[src/rtl/lbi_pkg.sv]
package lbi_pkg;
  localparam int LINES_DEF  = 16;
  localparam int DATA_W_DEF = 16;
  localparam int ADDR_W_DEF = 12;
  localparam int VEC_OFS    = 0;
  localparam int MASK_OFS   = 2;
  localparam int VEC_SHIFT  = 2;
endpackage

[src/rtl/lbi_level_capture.sv]
module lbi_level_capture #(
  parameter int LINES = 16
) (
  input  logic             clk,
  input  logic             rst_n,
  input  logic [LINES-1:0] req_in,
  output logic [LINES-1:0] src_q
);
  always_ff @(posedge clk) begin
    if (!rst_n) src_q <= '0;
    else        src_q <= req_in;
  end
endmodule

[src/rtl/lbi_mask_reg.sv]
module lbi_mask_reg #(
  parameter int             LINES    = 16,
  parameter logic [LINES-1:0] RST_VAL = 16'h0010
) (
  input  logic             clk,
  input  logic             rst_n,
  input  logic             wr_hit,
  input  logic [LINES-1:0] wr_val,
  output logic [LINES-1:0] mask_d,
  output logic [LINES-1:0] mask_q
);
  always_comb mask_d = wr_hit ? wr_val : mask_q;

  always_ff @(posedge clk) begin
    if (!rst_n) mask_q <= RST_VAL;
    else        mask_q <= mask_d;
  end
endmodule

[src/rtl/lbi_prio_vec.sv]
module lbi_prio_vec #(
  parameter int LINES  = 16,
  parameter int DATA_W = 16,
  parameter int SHIFT  = 2
) (
  input  logic [LINES-1:0]  pend,
  output logic [DATA_W-1:0] vec
);
  always_comb begin
    vec = '0;
    for (int i = LINES - 1; i >= 0; i--) begin
      if (pend[i]) vec = DATA_W'((i + 1) << SHIFT);
    end
  end
endmodule

[src/rtl/lbi_combiner.sv]
module lbi_combiner #(
  parameter int               LINES    = lbi_pkg::LINES_DEF,
  parameter int               DATA_W   = lbi_pkg::DATA_W_DEF,
  parameter int               ADDR_W   = lbi_pkg::ADDR_W_DEF,
  parameter logic [LINES-1:0] MASK_RST = 16'h0010
) (
  input  logic              clk,
  input  logic              rst_n,
  input  logic [LINES-1:0]  irq_req,
  input  logic [ADDR_W-1:0] reg_addr,
  input  logic              reg_wen,
  input  logic [DATA_W-1:0] reg_wdata,
  output logic [DATA_W-1:0] reg_rdata,
  output logic              irq_out
);
  localparam logic [ADDR_W-1:0] A_VEC  = ADDR_W'(lbi_pkg::VEC_OFS);
  localparam logic [ADDR_W-1:0] A_MASK = ADDR_W'(lbi_pkg::MASK_OFS);

  logic [LINES-1:0]  src_q;
  logic [LINES-1:0]  mask_d;
  logic [LINES-1:0]  mask_q;
  logic [DATA_W-1:0] vec;
  logic              mask_hit;
  logic              irq_q;

  assign mask_hit = reg_wen && (reg_addr == A_MASK);

  lbi_level_capture #(.LINES(LINES)) u_cap (
    .clk(clk), .rst_n(rst_n), .req_in(irq_req), .src_q(src_q)
  );

  lbi_mask_reg #(.LINES(LINES), .RST_VAL(MASK_RST)) u_mask (
    .clk(clk), .rst_n(rst_n), .wr_hit(mask_hit),
    .wr_val(reg_wdata[LINES-1:0]), .mask_d(mask_d), .mask_q(mask_q)
  );

  lbi_prio_vec #(.LINES(LINES), .DATA_W(DATA_W), .SHIFT(lbi_pkg::VEC_SHIFT)) u_prio (
    .pend(src_q & mask_q), .vec(vec)
  );

  always_ff @(posedge clk) begin
    if (!rst_n) irq_q <= 1'b0;
    else        irq_q <= |(irq_req & mask_d);
  end
  assign irq_out = irq_q;

  always_comb begin
    unique case (reg_addr)
      A_VEC:   reg_rdata = vec;
      A_MASK:  reg_rdata = DATA_W'(mask_q);
      default: reg_rdata = '0;
    endcase
  end
endmodule

[config.mk]
export PLATFORM = sky130hd
export DESIGN_NAME = lbi_combiner
export DESIGN_NICKNAME = d
export VERILOG_FILES = /design/src/rtl/lbi_pkg.sv /design/src/rtl/lbi_level_capture.sv /design/src/rtl/lbi_mask_reg.sv /design/src/rtl/lbi_prio_vec.sv /design/src/rtl/lbi_combiner.sv
export SDC_FILE = /design/constraint.sdc
export NUM_CORES = 1
export LEC_CHECK = 0
export BUFFER_PORTS_ARGS = -buffer_cell sky130_fd_sc_hd__buf_4
export CAP_MARGIN = 10
export CORE_MARGIN = 5
export CORE_UTILIZATION = 50
export CTS_BUF_LIST = sky130_fd_sc_hd__clkbuf_4
export DETAILED_ROUTE_END_ITERATION = 12
export PLACE_DENSITY = 0.82
export SLEW_MARGIN = 20
export SYNTH_ARGS = -nofsm -noshare
export SYNTH_HDL_FRONTEND = slang
export SYNTH_SLANG_ARGS = --single-unit
[constraint.sdc]
create_clock -name clk -period 2.35 [get_ports clk]
set_input_delay 0.47 -clock clk [delete_from_list [all_inputs] [get_ports clk]]
set_output_delay 0.47 -clock clk [all_outputs]
set_load 0.01 [all_outputs]
* Word level (Yosys, flattened, before mapping)
Cells that the tools add are included.
** Storage, ports and cells
- Logic and storage cells :: 27
- Output and inout port bits :: 17
- Bits in latches :: 0
- Bits of input ports :: 47
- Flip-flop bits (word level) :: 33
- RAM bits :: 0
- Memories kept :: 0
- Memory bits (read-only) :: 0
** Operators by class
- Eq/ne operators :: 1
- Divide/modulo/power cells :: 0
- Multiply operators :: 0
- Shift operators :: 0
- Muxes and demuxes :: 18
- Bitwise gates (word level) :: 2
- Reductions and logical operators :: 3
- Magnitude comparators :: 0
- Add/sub/neg operators :: 0
** Operator list (number)
- 7-bit two-way mux :: 16
- 16-bit AND :: 2
- 16-bit one-hot mux with 2 select lines :: 1
- 16-bit two-way mux :: 1
- 16-bit OR reduction :: 1
- 12-bit by 2-bit equality test with 1-bit output, second input constant :: 1
- 12-bit zero test :: 1
- 1-bit logical AND :: 1

* Logic depth before layout (Yosys ltp)
- Depth in word-level cells :: 18
- Mapped depth :: 8
- Depth with buffers taken out :: 6

* Modules after synthesis
From an unflattened synthesis, not the netlist that was laid out.
** Unflattened totals
- Cells, all modules :: 197
- Area, all modules :: 1876.8 sq um
** Modules (own cells, without submodules)
- lbi_mask_reg :: cells each 52, area an instance 683.2 sq um, times used 1, sequential area each 320.3 sq um
- lbi_combiner :: cells each 69, area an instance 494.2 sq um, times used 1, sequential area each 20.0 sq um
- lbi_level_capture :: cells each 33, area an instance 446.7 sq um, times used 1, sequential area each 320.3 sq um
- lbi_prio_vec :: cells each 43, area an instance 252.7 sq um, times used 1, sequential area each 0.0 sq um

* Worst setup path after synthesis
OpenSTA, ideal clock, no wires.
- Path type :: input to output
- Start point :: in reg_addr[8]
- End point :: out reg_rdata[2]
- Setup slack :: 0.157 ns
- Stages on the path :: 6
- Path buffers :: 0
- Data required time :: 1.880 ns
- Arrival time :: 1.723 ns
- Cells stage by stage :: nor4_2 -> nand4_1 -> nor2_1 -> o21a_1 -> a211oi_1 -> a221oi_1
** On the way
- Longest elaborated chain between the ends :: 2
- Elaborated cells between the ends (all ways) :: 3
- Those cells by class :: eq/ne: 1; mux: 1; reduce/logical: 1
** RTL lines
- start, declared :: RTL line lbi_combiner.sv:10 : input logic [ADDR_W-1:0] reg_addr,
- 12-bit by 2-bit equality test with 1-bit output or 12-bit zero test (tied branches) :: RTL line lbi_combiner.sv:48 : unique case (reg_addr)
- 16-bit one-hot mux with 2 select lines (*) :: RTL line lbi_combiner.sv:48
- end, declared :: RTL line lbi_combiner.sv:13 : output logic [DATA_W-1:0] reg_rdata,
Every way passes the cells marked *; elsewhere a longest branch is shown, timed or not.

* Worst setup path after layout
- Start point :: reg u_mask.mask_q[13]
- End point :: out reg_rdata[3]
** On the way
- Longest elaborated chain between the ends :: 16
** RTL lines
- start, declared :: RTL line lbi_mask_reg.sv:10 : output logic [LINES-1:0] mask_q
- start signal, assigned :: RTL line lbi_mask_reg.sv:16 : else mask_q <= mask_d;
- 16-bit AND :: RTL line lbi_combiner.sv:38 : .pend(src_q & mask_q), .vec(vec)
- 7-bit two-way mux (14 in a row) :: RTL line lbi_prio_vec.sv:12 : if (pend[i]) vec = DATA_W'((i + 1) << SHIFT);
- 16-bit one-hot mux with 2 select lines :: RTL line lbi_combiner.sv:48
No other way between the ends.

==> qor.csv <==
stage;metric;value;unit
synth;largest area contributor in the netlist;dfxtp_1;
place;placed cells;273;
power;Sw Ratio;23.0;%
clocking;Clock Sinks;33;
power;power per cell area;448;mW/mm2
place;RD Place Congestion;0.871;
final_layout;share of cells above drive strength 1;45.4;%
synth;fraction of the mapped netlist area in adder cells;0;%
floorplan;I/O pin count;64;
synth;ys async rst share;0;%
power;P_leak;1.01;nW
synth;Simple-Gate Fraction of Synth Area;30.4;%
drt;Final ANT Viol Nets;0;
critical_path;crit-path max cell delay;0.36;ns
place;DP HPWL;3420;um
synth;post-synth cell types;32;
floorplan;die height;66.3;um
timing;FMAX;0.436;GHz
power;Comb pwr share;10.1;%
timing;final period utilization;97.7;%
grt;largest net degree at the start of global routing;33;
critical_path;most used cell, CP;a31oi_1;
final_layout;filler cell count;266;
timing;slew at the pin with the worst max-slew slack;0.293;ns
drt;met2 routed WL;2340;um
critical_path;slowest CP cell;dfxtp_2;
timing;endpoints failing hold;0;
place;IO Port Bufs;63;
clocking;clock root cell;clkbuf_4;
synth;Synth Register Bits;33;
synth;Synth top cells by count;and2_1 (44), dfxtp_1 (33), nand2_1 (19);
synth;Post-Syn Area;0.00159;mm2
power;clock share of power;31.4;%
grt;vias in the first global route;1523;
synth;mux cell area share after synthesis;11.8;%
drt;initial drt markers;59;
final_layout;Non-Filler Instances;282;
clocking;CTS Buffer Depth;2;
synth;top cells by area, synth;dfxtp_1 (42%), and2_1 (17%), mux2_2 (9.9%), nand2_1 (4.5%), a22o_1 (3.3%);
critical_path;Crit Path Category;reg2out;
clocking;clock transition at the registers of the reported paths;0.10;ns
drt;via/cell ratio;5.34;
grt;remaining global-route overflow;0;
timing;PnR worst setup slack;0.0545;ns
worst_hold_path;hold crit path type;in2reg;
grt;initial antenna violation count;0;
drt;top layer in use;met4;
timing;Layout Skew;0.00617;ns
place;pre-CTS setup slack;0.00576;ns
floorplan;Core Area;0.00305;mm2
power;Internal Pwr Total;0.000764;W
power;Flop pwr share;58.5;%
critical_path;Worst Path Arrival;1.83;ns
job;Maximum Capacitance Violations;0;
floorplan;total die area;0.00440;mm2
timing;max-slew violation count;0;
floorplan;Die W;66.3;um
critical_path;crit path capture type;output pin;
clocking;CTS tree;yes;
timing;min Tclk post-route;2.30;ns
final_layout;Final nets;284;
power;Final Power;0.000992;W
critical_path;startpoint types;flop;
drt;WL/cell;15.7;um
power;worst vdd ir;0.443;mV
timing;max_slew headroom;80.2;%
drt;via count;1506;
synth;Synth Area in XOR/XNOR;0;%
synth;Syn Area/Cell;9.49;um2
drt;1st-pass router iterations;4;
synth;largest family of logic cells by synthesized area;simple AND/OR/NAND/NOR gates;
critical_path;reg2reg setup slack;1.04;ns
clocking;H-tree depth;2;
drt;routed length on met3;318;um
critical_path;Req. time, crit path;1.88;ns
grt;first-pass GRT wire length;6780;um
synth;Post-synth EDFFs;0;
floorplan;Initial Util;51.9;%
clocking;Num CTS Buffers;5;
timing;RSZ-0062 raised after global routing;true;
synth;Top FF cell, synth;dfxtp_1;
synth;sequential area share after synthesis;41.7;%
timing;final setup vio count;0;
power;Switch Pwr;0.000229;W
drt;wire length on met1;1670;um
floorplan;FP Rows;20;
drt;DRC viols;0;
grt;GRT Overall Usage;20.6;%
critical_path;Worst Path Max Fanout;4;
drt;Detailed Route WL;4440;um
synth;Ys Warns;0;
clocking;clk_lat worst skew;0.34;ns
final_layout;diode count;0;
synth;Synth top area share;41.7;%
status;outcome;finished clean;
critical_path;Critical Path, Cell by Cell;a22o_1, a31oi_1, o211ai_1, a31oi_1, or3_4, a21oi_2, buf_4;
synth;most frequent cell after synthesis;and2_1;
synth;Compound-Gate Fraction of Synth Area;12.7;%
final_layout;P&R area growth vs syn;39.7;%
synth;Syn Inst Count;167;
synth;syn nets;214;
-- flip-flops by register name (all words and copies together) (netlist names) --
name / cells
u_cap.src_q: 16
u_mask.mask_q: 16
irq_out: 1
-- power groups by stage --
| stage | Sequential [W] | Clock [W] | Combinational (W) |
|---|---|---|---|
| after floorplan | 0.000592 | 0 | 0.0000234 |
| after global placement | 0.000593 | 0 | 0.0000925 |
| after detailed placement | 0.000594 | 0 | 0.0000949 |
| after CTS | 0.000581 | 0.000325 | 0.0000953 |
| after global routing | 0.000582 | 0.000352 | 0.000110 |
| final | 0.000581 | 0.000311 | 0.000100 |
-- logic make-up (layout without fill, tap and decap cells) --
kind of cell           after synthesis  after routing
and+or+nand+nor                     84             84
DFF                                 33             33
AOI/OAI and AO/OA                   26             26
muxes                               16             16
buffers and inverters                8             79
-- cells in the final DEF, fill, tap and decap left out, types with 3 or more instances in the layout --
master	count
and2_1	44
a22oi_1	5
a22o_1	6
nand3_1	3
mux2_2	14
dfxtp_2	3
buf_4	68
dfxtp_1	30
nor2_1	5
nand2_1	18
a31oi_1	3
clkbuf_4	6
-- critical path, delay by kind of cell (launching register included) --
kind | cells | cell delay, ns
AO/OA/AOI/OAI | 5 | 0.67
flip-flops | 1 | 0.36
AND/OR/NAND/NOR | 1 | 0.33
buffers and inverters | 1 | 0.13
-- final cells by class --
type | count | area [um2] | share of cell area [%]
Clock buffer | 6 | 45.0 | 2.03
Clock inverter | 2 | 10.0 | 0.452
Inverter | 2 | 7.51 | 0.339
Multi-Input combinational cell | 126 | 911 | 41.1
Sequential cell | 33 | 664 | 30.0
Tap cell | 44 | 55.1 | 2.49
Timing Repair Buffer | 69 | 522 | 23.6
-- through the flow --
| stage | hold WS [ns] | TNS, ns | area (um2) | utilization (%) |
|---|---|---|---|---|
| 3_3_place_gp | 0.615 | 0 | 2100 | 68.9 |
| 4_1_cts | 0.326 | 0 | 2180 | 71.4 |
| 2_1_floorplan | 0.581 | 0 | 1590 | - |
| 3_5_place_dp | 0.616 | 0 | 2100 | 68.9 |
| 5_1_grt | 0.321 | -0.170 | 2210 | 72.5 |
| 6_report | 0.344 | 0 | 2210 | 72.5 |
-- per-layer routing --
layer  up-vias  track usage (%)
met5         -                0
met4         0             10.2
met3        11             6.97
met2        51             36.3
met1       721             21.7
li1        723                -
-- what timing repair did --
| item | CTS | global route |
|---|---|---|
| hold buffers | 0 | 0 |
| resized for setup | 5 | 7 |
| pin swaps | 6 | 10 |
| setup endpoints to repair | 1 | 5 |
| setup buffers | 1 | 0 |
| hold endpoints to repair | 0 | 0 |
-- path summary, 6_finish.rpt --
kind,cells after the start,startpoint,end
setup / recovery,7,u_mask.mask_q[13],reg_rdata[3]
hold / removal,2,irq_req[15],u_cap.src_q[15]
hold reg to reg,2,u_mask.mask_q[8],u_mask.mask_q[8]
setup reg to reg,4,u_mask.mask_q[15],irq_out
No activity file was read; power rests on OpenSTA's default activity.
